<file path="src/rtl/devctl_pkg.sv">
package devctl_pkg;

    typedef enum logic [1:0] {
        ST_IDLE = 2'd0,
        ST_WORK = 2'd1,
        ST_DONE = 2'd2
    } dev_state_e;

    localparam int unsigned CMD_READ  = 1;
    localparam int unsigned CMD_WRITE = 2;

    localparam logic [1:0] ERR_NONE   = 2'd0;
    localparam logic [1:0] ERR_BUSY   = 2'd1;
    localparam logic [1:0] ERR_BADCMD = 2'd2;

    localparam int unsigned ADDR_CMD  = 0;
    localparam int unsigned ADDR_STAT = 1;
    localparam int unsigned DATA_BASE = 2;

endpackage

</file>
<file path="src/rtl/devctl_fsm.sv">
module devctl_fsm
    import devctl_pkg::*;
#(
    parameter int DW        = 16,
    parameter int OP_CYCLES = 8
) (
    input  logic          clk,
    input  logic          rst_n,
    input  logic          cmd_wr,
    input  logic [DW-1:0] cmd_code,
    input  logic          stat_wr,
    input  logic          stat_done_wr,
    output logic          busy,
    output logic          done,
    output logic          irq_pending,
    output logic [1:0]    err_code,
    output logic [DW-1:0] cur_cmd,
    output logic          fill_rd
);

    localparam int CW = (OP_CYCLES > 1) ? $clog2(OP_CYCLES) : 1;
    localparam logic [CW-1:0] CNT_LOAD = CW'(OP_CYCLES - 1);

    dev_state_e    state_q, state_d;
    logic [CW-1:0] cnt_q;
    logic          cmd_ok, accept, expire, release_done;

    assign cmd_ok       = (cmd_code == DW'(CMD_READ)) || (cmd_code == DW'(CMD_WRITE));
    assign accept       = cmd_wr && (state_q == ST_IDLE) && cmd_ok;
    assign expire       = (state_q == ST_WORK) && (cnt_q == '0);
    assign release_done = stat_wr && !stat_done_wr && (state_q == ST_DONE);

    always_comb begin
        state_d = state_q;
        unique case (state_q)
            ST_IDLE: if (accept)       state_d = ST_WORK;
            ST_WORK: if (expire)       state_d = ST_DONE;
            ST_DONE: if (release_done) state_d = ST_IDLE;
            default:                   state_d = ST_IDLE;
        endcase
    end

    always_ff @(posedge clk or negedge rst_n) begin
        if (!rst_n) state_q <= ST_IDLE;
        else        state_q <= state_d;
    end

    always_ff @(posedge clk or negedge rst_n) begin
        if (!rst_n) begin
            cnt_q       <= '0;
            irq_pending <= 1'b0;
            err_code    <= ERR_NONE;
            cur_cmd     <= '0;
        end else begin
            if (accept)
                cnt_q <= CNT_LOAD;
            else if ((state_q == ST_WORK) && !expire)
                cnt_q <= cnt_q - 1'b1;

            if (expire)
                irq_pending <= 1'b1;
            else if (release_done)
                irq_pending <= 1'b0;

            if (cmd_wr) begin
                if (state_q != ST_IDLE) err_code <= ERR_BUSY;
                else if (cmd_ok)        err_code <= ERR_NONE;
                else                    err_code <= ERR_BADCMD;
            end

            if (accept)
                cur_cmd <= cmd_code;
        end
    end

    assign busy    = (state_q == ST_WORK);
    assign done    = (state_q == ST_DONE);
    assign fill_rd = expire && (cur_cmd == DW'(CMD_READ));

    a_r2_accept_sets_busy: assert property (@(posedge clk) disable iff (!rst_n)
        accept |=> busy && !done && (err_code == ERR_NONE));

    a_r3_finish_after_count: assert property (@(posedge clk) disable iff (!rst_n)
        (busy && cnt_q == '0) |=> done && !busy);

    a_r3_count_in_range: assert property (@(posedge clk) disable iff (!rst_n)
        busy |-> (cnt_q <= CNT_LOAD));

    a_r4_irq_with_done: assert property (@(posedge clk) disable iff (!rst_n)
        $rose(done) |-> irq_pending);

    a_r5_release_clears: assert property (@(posedge clk) disable iff (!rst_n)
        release_done |=> !irq_pending && !busy && !done);

    a_r6_reject_when_active: assert property (@(posedge clk) disable iff (!rst_n)
        (cmd_wr && (busy || done)) |=> (err_code == ERR_BUSY) && $stable(cur_cmd));

    a_r7_bad_code_stays_idle: assert property (@(posedge clk) disable iff (!rst_n)
        (cmd_wr && !busy && !done && !cmd_ok) |=> !busy && !done && (err_code == ERR_BADCMD));

    a_r10_status_write_inert: assert property (@(posedge clk) disable iff (!rst_n)
        (stat_wr && !done && !expire) |=> $stable(busy) || (done && !busy));

endmodule

</file>
<file path="src/rtl/devctl_datafile.sv">
module devctl_datafile #(
    parameter int DW       = 16,
    parameter int NUM_DATA = 4,
    parameter logic [DW-1:0] READ_PATTERN = 16'hA5C3
) (
    input  logic                   clk,
    input  logic                   rst_n,
    input  logic                   wr_en,
    input  logic [$clog2(NUM_DATA > 1 ? NUM_DATA : 2)-1:0] wr_idx,
    input  logic [DW-1:0]          wr_data,
    input  logic                   fill_rd,
    output logic [NUM_DATA*DW-1:0] regs_flat
);

    localparam int IW = $clog2(NUM_DATA > 1 ? NUM_DATA : 2);

    for (genvar i = 0; i < NUM_DATA; i++) begin : g_word
        logic [DW-1:0] word_q;
        always_ff @(posedge clk or negedge rst_n) begin
            if (!rst_n)
                word_q <= '0;
            else if ((i == 0) && fill_rd)
                word_q <= READ_PATTERN;
            else if (wr_en && (wr_idx == IW'(i)))
                word_q <= wr_data;
        end
        assign regs_flat[i*DW +: DW] = word_q;
    end

endmodule

</file>
<file path="src/rtl/devctl_regs.sv">
module devctl_regs
    import devctl_pkg::*;
#(
    parameter int DW        = 16,
    parameter int NUM_DATA  = 4,
    parameter int ADDR_W    = 3,
    parameter int OP_CYCLES = 8,
    parameter logic [DW-1:0] READ_PATTERN = 16'hA5C3
) (
    input  logic              clk,
    input  logic              rst_n,
    input  logic              wr_en,
    input  logic [ADDR_W-1:0] addr,
    input  logic [DW-1:0]     wr_data,
    output logic [DW-1:0]     rd_data,
    output logic              irq_pending
);

    localparam int IW = $clog2(NUM_DATA > 1 ? NUM_DATA : 2);

    logic                   busy, done, fill_rd;
    logic [1:0]             err_code;
    logic [DW-1:0]          cur_cmd;
    logic [NUM_DATA*DW-1:0] regs_flat;
    logic                   hit_cmd, hit_stat, hit_data;
    logic [ADDR_W-1:0]      data_off;
    logic [IW-1:0]          data_idx;

    assign hit_cmd  = (addr == ADDR_W'(ADDR_CMD));
    assign hit_stat = (addr == ADDR_W'(ADDR_STAT));
    assign data_off = addr - ADDR_W'(DATA_BASE);
    assign hit_data = (addr >= ADDR_W'(DATA_BASE)) && (data_off < ADDR_W'(NUM_DATA));
    assign data_idx = IW'(data_off);

    devctl_fsm #(.DW(DW), .OP_CYCLES(OP_CYCLES)) u_fsm (
        .clk          (clk),
        .rst_n        (rst_n),
        .cmd_wr       (wr_en && hit_cmd),
        .cmd_code     (wr_data),
        .stat_wr      (wr_en && hit_stat),
        .stat_done_wr (wr_data[0]),
        .busy         (busy),
        .done         (done),
        .irq_pending  (irq_pending),
        .err_code     (err_code),
        .cur_cmd      (cur_cmd),
        .fill_rd      (fill_rd)
    );

    devctl_datafile #(.DW(DW), .NUM_DATA(NUM_DATA), .READ_PATTERN(READ_PATTERN)) u_data (
        .clk       (clk),
        .rst_n     (rst_n),
        .wr_en     (wr_en && hit_data),
        .wr_idx    (data_idx),
        .wr_data   (wr_data),
        .fill_rd   (fill_rd),
        .regs_flat (regs_flat)
    );

    always_comb begin
        rd_data = '0;
        if (hit_cmd)
            rd_data = cur_cmd;
        else if (hit_stat)
            rd_data = DW'({err_code, busy, done});
        else if (hit_data)
            for (int i = 0; i < NUM_DATA; i++)
                if (data_idx == IW'(i)) rd_data = regs_flat[i*DW +: DW];
    end

    a_r3_no_busy_and_done: assert property (@(posedge clk) disable iff (!rst_n)
        !(busy && done));

    a_r8_read_fills_word0: assert property (@(posedge clk) disable iff (!rst_n)
        ($rose(done) && cur_cmd == DW'(CMD_READ)) |-> (regs_flat[DW-1:0] == READ_PATTERN));

    a_r4_irq_follows_done: assert property (@(posedge clk) disable iff (!rst_n)
        done |-> irq_pending);

endmodule

</file>
<file path="config.mk">
export PLATFORM = sky130hd
export DESIGN_NAME = devctl_regs
export DESIGN_NICKNAME = d
export VERILOG_FILES = /design/src/rtl/devctl_pkg.sv /design/src/rtl/devctl_fsm.sv /design/src/rtl/devctl_datafile.sv /design/src/rtl/devctl_regs.sv
export SDC_FILE = /design/constraint.sdc
export NUM_CORES = 1
export LEC_CHECK = 0
export BUFFER_PORTS_ARGS = -buffer_cell sky130_fd_sc_hd__buf_2
export CAP_MARGIN = 5
export CORE_MARGIN = 2
export CORE_UTILIZATION = 24
export DETAILED_ROUTE_END_ITERATION = 10
export PLACE_DENSITY_LB_ADDON = 0.2
export SYNTH_ARGS = -nofsm -noshare
export SYNTH_HDL_FRONTEND = slang
export SYNTH_SLANG_ARGS = --single-unit
</file>
<file path="constraint.sdc">
create_clock -name clk -period 3.6 [get_ports clk]
set_input_delay 0.36 -clock clk [delete_from_list [all_inputs] [get_ports clk]]
set_output_delay 0.36 -clock clk [all_outputs]
set_load 0.05 [all_outputs]
</file>
[Yosys cells after proc, flatten, opt, wreduce, memory -nomap -nowiden]
Cells that the tools add are included.
Operators by class
  reduce and logical (&&, ||, !) cells: 27
  muxes and demuxes: 19
  add/subtract/negate cells: 2
  magnitude comparators: 2
  equality and inequality tests: 12
Operator list (number)
  2-to-1 mux 16 bit: 9
  == test 16 x 1 -> 1 bit (second input constant): 2
  == test 16 x 2 -> 1 bit (second input constant): 1
  logical AND 1 bit: 15
  2-to-1 mux 2 bit: 5
  nonzero test 2 bit: 4
  == test 2 bit (second input constant): 3
  logical NOT 3 bit: 2
  2-to-1 mux 3 bit: 2
  != test 2 x 1 -> 1 bit (second input constant): 3
  one-hot mux 2 bit (3 select lines): 1
  == test 2 x 1 -> 1 bit (second input constant): 2
  logical NOT 2 bit: 2
  == test 3 x 1 -> 1 bit (second input constant): 1
  greater-or-equal comparator 3 x 2 -> 1 bit (second input constant): 1
  < comparator 3 bit (second input constant): 1
  AND reduction 3 bit: 1
  subtractor 3 x 1 -> 3 bit (second input constant): 1
  subtractor 3 x 2 -> 3 bit (second input constant): 1
  logical NOT 1 bit: 2
  2-to-1 mux 1 bit: 2
  logical OR 1 bit: 1
Word-level totals
  register bits: 88
  output and inout port bits: 17
  word-level logic and storage cells: 71

[Logic depth before layout (Yosys ltp)]
Gate-level depths: netlist of run 1.
  word-level depth: 9
  mapped depth: 8
  gate-level depth less buffers: 7

[By module]
Synthesis of run 1 repeated with hierarchy kept, for this count alone.
Second synthesis, totals
  cells, all modules: 366
  area total of the unflattened synthesis: 4377.9 um^2
Modules (own cells, without submodules)
  devctl_datafile: area an instance 2558.7 um^2, cells each 172, seq. area each 1601.5 um^2, times used 1
  devctl_fsm: area an instance 983.4 um^2, cells each 85, seq. area each 600.6 um^2, times used 1
  devctl_regs: area an instance 835.8 um^2, cells each 109, seq. area each 0.0 um^2, times used 1

[Worst setup path after synthesis of run 1]
Ideal clock, no wire load.
  path kind: input -> output
  from: in addr[2]
  to: out rd_data[1]
  slack: 0.951 ns
  data arrival time: 2.289 ns
  stages: 5
  buffers on the path: 2
  cells stage by stage: clkbuf_1 buf_2 nand2_1 o311a_1 o32ai_1
Between the ends
  longest elaborated chain between the ends: 6
  elaborated cells on any way between the ends: 9
Ends and longest elaborated chain
  start: declaration: line devctl_regs.sv:13  | input logic [ADDR_W-1:0] addr,
  subtractor 3 x 2 -> 3 bit: line devctl_regs.sv:31  | assign data_off = addr - ADDR_W'(DATA_BASE);
  < comparator 3 bit: line devctl_regs.sv:32  | assign hit_data = (addr >= ADDR_W'(DATA_BASE)) && (data_off < ADDR_W'(NUM_DATA));
  logical AND 1 bit: line devctl_regs.sv:32
  2-to-1 mux 16 bit: line devctl_regs.sv:66  | else if (hit_data)
  2-to-1 mux 16 bit: line devctl_regs.sv:64  | else if (hit_stat)
  2-to-1 mux 16 bit (*): line devctl_regs.sv:62  | if (hit_cmd)
  end: declaration: line devctl_regs.sv:15  | output logic [DW-1:0] rd_data,
Every way passes the cells marked *; elsewhere a longest branch is shown, timed or not.

[Final worst setup path of run 1]
  from: in addr[1]
  to: out rd_data[8]
Between the ends
  longest elaborated chain between the ends: 9
  elaborated cells on any way between the ends: 17
Ends and longest elaborated chain
  subtractor 3 x 2 -> 3 bit: line devctl_regs.sv:31
  logical NOT 2 bit: line devctl_regs.sv:68  | if (data_idx == IW'(i)) rd_data = regs_flat[i*DW +: DW];
  2-to-1 mux 16 bit (4 in series): line devctl_regs.sv:68
  2-to-1 mux 16 bit: line devctl_regs.sv:66
  2-to-1 mux 16 bit: line devctl_regs.sv:64
  2-to-1 mux 16 bit (*): line devctl_regs.sv:62
Marks and branches as above.

==> results of run 1 <==
-- layout by cell type, fill, tap and decap left out, types with 2 or more instances in the layout --
cell type  instances
a21oi_1           18
a31oi_1            4
buf_2             37
buf_4              7
bufinv_16          2
clkbuf_1           2
clkbuf_16          9
clkbuf_8           3
dfrtp_1           88
ha_1               2
inv_1              4
mux2_1             2
mux2_2            49
mux2i_1           18
nand2_1           58
nand2b_1           9
nand3_1           11
nand3b_1           2
nor2_1            13
nor2b_1           21
nor3_1             4
nor4_1             8
o21ai_0           29
o22ai_1            5
-- kinds of logic (layout without fill, tap and decap cells) --
logic type	count (synthesis)	after routing	share of synthesized area, %
AOI/OAI and AO/OA	62	62	8.219
xor gates and xnor gates	2	2	0.4263
adders and majority gates	2	2	0.6087
buffers and inverters	25	64	2.496
DFF	88	88	53.58
muxes	69	69	18.36
and+or+nand+nor	135	135	16.32
-- where the power goes --
group / switching (mW) / total (mW) / internal [mW]
sequential: 0.0882 / 1.24 / 1.15
clock: 0.369 / 1.03 / 0.665
combinational: 0.283 / 0.479 / 0.196
total: 0.740 / 2.76 / 2.02
-- layer usage --
metal / track usage, % / part of all wire [%]
met4: 4.152 / 1.1
met3: 3.341 / 4.4
met5: 0 / 0
met2: 21.40 / 48
met1: 17.73 / 46
-- worst max-delay path: stages --
cell      delay, ps
buf_2           480
nand2b_1        370
o21ai_1         420
a21oi_1          80
o21ai_0         290
buf_2           340
-- cell type report --
class / instances / share of cell area, %
Inverter: 4 / 0.3083
Clock inverter: 2 / 1.233
Multi-Input combinational cell: 270 / 37.08
Tap cell: 220 / 5.653
Clock buffer: 14 / 5.627
Timing Repair Buffer: 44 / 4.882
Sequential cell: 88 / 45.22
-- registers in the layout, summed over array words and instances (netlist names) --
| register | cells |
|---|---|
| u_fsm.cnt_q | 3 |
| u_fsm.cur_cmd | 16 |
| u_fsm.err_code | 2 |
| u_data.g_word.word_q | 64 |
| u_fsm.state_q | 2 |
| u_fsm.irq_pending | 1 |
-- through the flow --
stage	hold slack, ps	cells
after floorplan	64.41	383
after global placement	477.3	626
after detailed placement	482.1	626
after CTS	174.7	642
after global routing	215.3	642
final	146.1	642
-- worst max-delay path by stage --
stage               cells past startpoint    start                          to
global placement                        6  addr[1]                  rd_data[8]
global route                            6  addr[1]                 rd_data[13]
detailed placement                      4  addr[0]  u_data.g_word[1].word_q[3]
floorplan                               5  addr[2]                  rd_data[1]
CTS                                     6  addr[1]                 rd_data[13]
finish                                  6  addr[1]                  rd_data[8]
==> qor.txt, run 1 <==
Status = complete, no violations
TritonCTS Buffers = 9
Hold crit path type = in2async
Register bit total from synthesis = 88
Ratio of cells with drive above 1 in the final layout = 26.30%
CP endpoint kind = output pin
Clk buf depth = 2
Finished Cell Area = 0.004870 mm²
Multi-input gate area = 0.001805 mm²
DRT antenna net count = 0
Crit-path max FO = 31
Yosys Warn Count = 0
Synth top cells by count = dfrtp_1, nand2_1, mux2_2, o21ai_0, nor2b_1
PwrDens = 565.9 mW/mm²
R2R depth = 7
First-pass GRT wire length = 18180 µm
Ant diodes = 0
Starting DRC count in detailed routing = 220
Largest net degree at the start of global routing = 69
Req. time, crit path = 3240 ps
Leakage power = 2.194 nW
Final nets = 441
Root Driver = clkbuf_16
CTS sink count = 88
Area Growth Syn to Fin = 18.48%
Area contributors post-synth = dfrtp_1, mux2_2, nand2_1
Finished Core Util = 29.26%
Die X = 134.9 µm
Final Hold Fails = 0
Mean Syn Cell Area = 10.73 µm²
Post-DP Area = 0.004536 mm²
Cell Area, Synth = 0.004110 mm²
Post-DR vias/cell = 4.656
Worst-path clk slew = 60 ps
I/O pin count = 39
Initial antenna violation count = 0
Number of global-route vias before repair = 3133
CTS tree = built
Reg2reg start = u_fsm.cnt_q[0]
All-Layer GR Usage = 13.34%
Post-CTS Setup Repair Bufs = 0
Grt ovf = 0
Register-to-register setup slack = 1440 ps
Skew final = 5.655 ps
Minimum clock period = 2714 ps
Sequential cell area = 0.002202 mm²
Clk_lat worst skew = 340 ps
Unique masters post-synth = 39
Max Cap Viol = 0
Overall power = 2.756 mW
Worst setup slack after layout = 886.3 ps
DR WL/cell = 17.68 µm
Die area = 0.01819 mm²
Residual DRC = 0
Area of the core = 0.01664 mm²
Row cnt = 47
Initial core utilization = 24.70%
Setup TNS = 0 ps
Crit start category = primary input
RSZ-0062 raised after global routing = false
Slew headroom = 28.13%
Die Height = 134.9 µm
Fmax = 0.3685 GHz
Max-slew violations = 0
Final setup violation count = 0
Post-cts sizing count = 0
EDFF count, synth = 0
DR pass1 iterations = 4
VDD IR max = 0.0001980 V
Final critical-path share of the clock period = 75.38%
Worst R2R End = u_data.g_word[0].word_q[10]
Main flop type after synthesis = dfrtp_1
Final WL = 11350 µm
PortBufs = 38
Worst Tran Pin Value = 1075 ps
Top cell type's share of synthesized area = 53.58%
Via count = 2989
CTS HTree Levels = 3
Hold Buf Count CTS = 0
Syn_nets = 407
DP Wirelength = 7821 µm
Routability cong. = 0.7622
Async S/R FF share, synth = 100.0%
Mapped Cells = 383
Fillcell total = 1715
Most numerous cell in the Yosys netlist = dfrtp_1
Sequential area share after synthesis = 53.58%
Worst Path Class, Setup = in2out
Dpl ws = 812.6 ps
CP arrival = 2350 ps
Synth area leader = dfrtp_1
Note: power is estimated with default switching activity, not from simulation.
==> run 2, diff against run 1 <==
==> constraint.sdc (replaced) <==
create_clock -name clk -period 2.7 [get_ports clk]
set_input_delay 0.27 -clock clk [delete_from_list [all_inputs] [get_ports clk]]
set_output_delay 0.27 -clock clk [all_outputs]
set_load 0.05 [all_outputs]
==> run 2 against run 1 <==
Combinational power grew 37%. Non-clock buffer count is 13 higher. Final cell count increased by 1.9%. Wire length up 3.1%. First-iteration DRC count decreased by 4.5%. Worst hold slack better by 71 ps. Critical path type is now reg2reg. Largest cell class unchanged.
==> qor.txt, run 2 (synthesis results as in run 1) <==
Post-CTS Setup Repair Bufs = 0
Hold crit path type = in2reg
Crit-path max FO = 8
Routability cong. = 0.7511
Overall power = 3.614 mW
Final critical-path share of the clock period = 76.32%
PwrDens = 731.9 mW/mm²
Reg with most FFs = u_data.g_word.word_q
Initial core utilization = 24.70%
Ant diodes = 0
CP endpoint kind = flop
Residual DRC = 0
Req. time, crit path = 2900 ps
CTS HTree Levels = 3
Setup TNS = 0 ps
Die area = 0.01819 mm²
Skew final = 7.181 ps
Largest regs = u_data.g_word.word_q: 64 flops, u_fsm.cur_cmd: 16 flops, u_fsm.cnt_q: 3 flops
CP arrival = 2260 ps
Number of global-route vias before repair = 3062
Via count = 3035
Row cnt = 47
Max reg flops = 64
Root Driver = clkbuf_16
Clk_lat worst skew = 340 ps
Grt ovf = 0
Final nets = 454
Crit start category = flop
Hold WS = 216.9 ps
Final WL = 11700 µm
Final setup violation count = 0
Post-DP Area = 0.004626 mm²
Area of the core = 0.01664 mm²
Worst-path clk slew = 60 ps
DRT antenna net count = 0
Fmax = 0.4853 GHz
RSZ-0062 raised after global routing = false
Finished Cell Area = 0.004938 mm²
CTS sink count = 88
PortBufs = 38
Most frequent cells in the layout = dfrtp_1, nand2_1, mux2_2, buf_2, o21ai_0
TritonCTS Buffers = 9
Final Hold Fails = 0
Post-DR vias/cell = 4.641
Max Cap Viol = 0
CTS tree = built
Fillcell total = 1762
First-pass GRT wire length = 18350 µm
Initial antenna violation count = 0
Leakage power = 2.242 nW
Die X = 134.9 µm
All-Layer GR Usage = 13.61%
Clk buf depth = 2
Slew headroom = 59.32%
Worst Tran Pin Value = 610.1 ps
DR pass1 iterations = 4
Commonest non-fill, non-tap cell in the layout = dfrtp_1
VDD IR max = 0.0003500 V
Ratio of cells with drive above 1 in the final layout = 28.11%
Minimum clock period = 2061 ps
Die Height = 134.9 µm
Status = complete, no violations
DR WL/cell = 17.88 µm
Worst Path Class, Setup = reg2reg
Starting DRC count in detailed routing = 210
Max-slew violations = 0
Largest net degree at the start of global routing = 44
Area Growth Syn to Fin = 20.15%
DP Wirelength = 7949 µm
I/O pin count = 39
==> run 2: cell types whose count changed in the layout (fill, tap and decap cells not counted), sizes merged <==
cell,change
clkinv,+2
dlygate4sd3,+1
buf,+12
clkbuf,-3
==> run 2: what timing repair did <==
item / in CTS / in global routing
hold buffers: 1 / 0
endpoints found under the hold margin: 41 / 0
endpoints found under the setup margin: 0 / 0
resized for setup: 0 / 0
==> run 2: critical path, stage by stage, from the launching register on <==
cell	delay, ps
dfrtp_1	380
inv_1	60
ha_1	140
ha_1	160
nand3b_1	160
nor4_1	300
buf_4	180
and4_1	450
a21oi_1	80
==> run 2: layer usage <==
metal	vias to the layer above	routed length, µm	track usage, %
met5	-	0	0
met4	0	130	3.684
met3	10	433	3.003
met2	62	5245	20.11
met1	1531	5887	20.03
li1	1432	-	-
==> run 2: worst paths after layout <==
check                                             from                          end  slack, ps  cells past startpoint
max reg2reg                             u_fsm.cnt_q[0]   u_data.g_word[0].word_q[9]        640                      8
max                                     u_fsm.cnt_q[0]   u_data.g_word[0].word_q[9]        640                      8
max in group asynchronous                        rst_n             u_fsm.cur_cmd[4]       1420                      3
min reg2reg                u_data.g_word[0].word_q[10]  u_data.g_word[0].word_q[10]        490                      2
min in group asynchronous                        rst_n  u_data.g_word[3].word_q[13]        480                      2
min                                         wr_data[5]   u_data.g_word[0].word_q[5]        220                      3
==> run 2: layout make-up <==
type / instances / area (µm²) / area share (%)
clock inverters: 4 / 70.07 / 1.419
flip-flops and latches: 88 / 2202 / 44.59
clock buffers: 11 / 232.7 / 4.712
repair buffers: 57 / 337.8 / 6.841
multi-input cells: 270 / 1805 / 36.56
well taps: 220 / 275.3 / 5.574
inverters: 4 / 15.01 / 0.3040
==> run 2: where the power goes <==
part | internal (mW) | switching (mW)
combinational | 0.272 | 0.387
clock | 0.803 | 0.500
sequential | 1.54 | 0.114
==> run 2: through the flow <==
| step | instances | setup slack [ps] | utilization [%] |
|---|---|---|---|
| 2_1_floorplan | 383 | 231.1 | - |
| 3_5_place_dp | 638 | 576.5 | 27.79 |
| 3_3_place_gp | 638 | 638.2 | 27.79 |
| 4_1_cts | 654 | 628.3 | 29.67 |
| 6_report | 654 | 639.3 | 29.67 |
| 5_1_grt | 654 | 444.5 | 29.67 |
==> run 3, diff against run 2 <==
--- a/config.mk
+++ b/config.mk
@@ -5,6 +5,7 @@
 export SDC_FILE = /design/constraint.sdc
 export NUM_CORES = 1
 export LEC_CHECK = 0
+export ABC_AREA = 1
 export BUFFER_PORTS_ARGS = -buffer_cell sky130_fd_sc_hd__buf_2
 export CAP_MARGIN = 5
 export CORE_MARGIN = 2
==> constraint.sdc (replaced) <==
create_clock -name clk -period 2 [get_ports clk]
set_input_delay 0.2 -clock clk [delete_from_list [all_inputs] [get_ports clk]]
set_output_delay 0.2 -clock clk [all_outputs]
set_load 0.05 [all_outputs]
==> run 3 against run 2 <==
Critical endpoint is now rd_data[5]. Wire length increased by 8.5%. Highest routed layer unchanged. Register-to-register slack worse by 300 ps. Setup slack got worse by 530 ps. Clock-buffer cell count down 1. Sequential power rose by 33%. Final cell count rose by 30%. Critical path type is now in2out. Sequential share of layout area is 3.3 points lower. Combinational power rose by 51%. Synthesized cell count grew 48%. First-iteration DRC count is 0.48% lower. Flip-flop and latch count unchanged.
==> qor.txt, run 3 <==
Status = complete, no violations
Routability cong. = 0.8033
Area contributors post-synth = dfrtp_1, nand2_1, o21ai_2
Worst setup slack after layout = 110.0 ps
Final nets = 632
Crit-path max FO = 9
Pint = 3.656 mW
VDD IR max = 0.0004318 V
Post-DR vias/cell = 4.313
Async S/R FF share, synth = 100.0%
Root Driver = clkbuf_16
Die area = 0.02000 mm²
Slew headroom = 63.20%
Critical path buffers and inverters = 3
Number of global-route vias before repair = 3819
First-pass GRT wire length = 20950 µm
Final setup violation count = 0
Mux share of post-synthesis cell area = 0%
Sequential area share after synthesis = 48.58%
Fmax = 0.5291 GHz
Worst Path Class, Setup = in2out
Xor/xnor share of the synthesized area = 0.1932%
PwrDens = 976.3 mW/mm²
R2R depth = 11
CP arrival = 1690 ps
Mapped Cells = 567
Most numerous cell in the Yosys netlist = nand2_1
Clk_lat worst skew = 360 ps
CP endpoint kind = output pin
Initial core utilization = 24.32%
Syn_nets = 591
PortBufs = 38
Commonest non-fill, non-tap cell in the layout = nand2_1
Switching Fraction = 29.82%
EDFF count, synth = 0
Flop pwr share = 42.2%
Req. time, crit path = 1800 ps
Synth top cells by count = nand2_1, dfrtp_1, inv_1, nor2_1, o21ai_2
DR WL/cell = 14.99 µm
Max Cap Viol = 0
Sequential cell area = 0.002202 mm²
RSZ-0062 raised after global routing = false
Hold WS = 81.63 ps
Top cell type's share of synthesized area = 48.58%
Crit-path slowest cell = inv_1
All-Layer GR Usage = 13.76%
Crit start category = primary input
DRT antenna net count = 0
Most frequent cells in the layout = nand2_1, dfrtp_1, inv_1, nor2_1, o21ai_2
Crit path depth = 8
Row cnt = 50
Unique masters post-synth = 28
Synth area leader = dfrtp_1
Area Growth Syn to Fin = 17.72%
Hold depth = 3
Ant diodes = 0
CTS sink count = 88
Max-slew violations = 0
Max incr delay on CP = 310 ps
CTS tree = built
Clk pwr share = 38.7%
Final Hold Fails = 0
Dpl ws = 117.9 ps
Register-to-register setup slack = 340 ps
Skew final = 9.892 ps
Area of the core = 0.01864 mm²
Placed cells = 830
CTS HTree Levels = 3
Max reg flops = 64
Ratio of cells with drive above 1 in the final layout = 21.21%
Residual DRC = 0
Largest net degree at the start of global routing = 39
I/O pin count = 39
Via count = 3653
Fillcell total = 2046
Clk buf depth = 2
Hold crit path type = in2reg
Post-route insts no fill = 847
Minimum clock period = 1890 ps
Finished Cell Area = 0.005336 mm²
Multi-input gate area = 0.001839 mm²
Reg with most FFs = u_data.g_word.word_q
DP Wirelength = 9075 µm
Synth Area in Adders = 0.5520%
Initial antenna violation count = 0
Final WL = 12690 µm
Complex-gate fraction of the synthesized area = 14.19%
Die X = 141.4 µm
Worst Tran Pin Value = 552.0 ps
Cell Area, Synth = 0.004533 mm²
Simple-gate share of the synthesized area = 25.64%
Grt ovf = 0
Post-DP Area = 0.004972 mm²
Register bit total from synthesis = 88
DR pass1 iterations = 7
Crit-path cells = buf_2, nand2_1, inv_1, nand2_1, nand3_1, o21ai_0, o21ai_1, buf_2
TritonCTS Buffers = 9
Yosys Warn Count = 0
Main combinational cell family by area after synthesis = simple AND/OR/NAND/NOR gates
CP top delay family = buffers and inverters
Leakage power = 2.858 nW
Switch Pwr = 1.554 mW
Final critical-path share of the clock period = 94.50%
Worst-path clk slew = 60 ps
Die Height = 141.4 µm
Mean Syn Cell Area = 7.995 µm²
Largest regs = u_data.g_word.word_q: 64 flops, u_fsm.cur_cmd: 16 flops, u_fsm.cnt_q: 3 flops
Main flop type after synthesis = dfrtp_1
Starting DRC count in detailed routing = 209
Combinational Power Share = 19.1%
[run 3: worst min-delay path, delay by kind of cell]
| family | cells | cell delay, ps |
|---|---|---|
| buffers and inverters | 1 | 90 |
| AND/OR/NAND/NOR | 1 | 50 |
| AO/OA/AOI/OAI | 1 | 60 |
[run 3: final timing paths]
| path | start | end |
|---|---|---|
| min in group asynchronous | rst_n | u_fsm.cnt_q[2] |
| max in group asynchronous | rst_n | u_data.g_word[1].word_q[11] |
| min reg2reg | u_fsm.cur_cmd[8] | u_fsm.cur_cmd[8] |
| min | wr_data[10] | u_data.g_word[0].word_q[10] |
| max | addr[1] | rd_data[5] |
| max reg2reg | u_fsm.cnt_q[0] | u_data.g_word[0].word_q[3] |
[run 3: power groups by stage]
stage,clock [mW],combinational (mW),sequential (mW)
floorplan,0,0.751,2.19
global placement,0,0.992,2.22
detailed placement,0,1.01,2.22
CTS,2.07,1.01,2.19
global route,2.13,1.13,2.23
finish,2.02,0.995,2.20
[run 3: cell families (layout without fill, tap and decap cells)]
logic type               Yosys count  in the layout
AO/OA/AOI/OAI                     91             91
XOR/XNOR                           1              1
adder cells (fa/ha/maj)            2              2
buffers and inverters            107            153
flip-flops                        88             88
AND/OR/NAND/NOR                  278            278
[run 3: per-layer routing]
layer  part of all wire [%]  track usage [%]  wire length, µm
met1                     48            18.40             6042
met2                     48            22.48             6134
met3                    2.9            2.767              368
met4                    1.2            4.316              148
met5                      0                0                0
[run 3: timing repair]
| action | in CTS | in global routing |
|---|---|---|
| setup buffers | 0 | 0 |
| endpoints found under the hold margin | 35 | 0 |
| resized for setup | 0 | 0 |
| hold buffers | 1 | 0 |
[run 3: cell type report]
type                       count  area share (%)
sequential                    88           41.27
clock inverter                 6           2.157
clock buffer                  10           4.478
inverter                      84           5.909
timing repair buffer          53           6.237
tap                          234           5.487
multi-input combinational    372           34.47
[run 3: through the flow]
| step | util [%] | power, mW | TNS, ps |
|---|---|---|---|
| after global placement | 26.67 | 3.216 | 0 |
| after detailed placement | 26.67 | 3.234 | 0 |
| after floorplan | - | 2.939 | -48.30 |
| final | 28.62 | 5.210 | 0 |
| after global routing | 28.62 | 5.492 | 0 |
| after CTS | 28.62 | 5.274 | 0 |
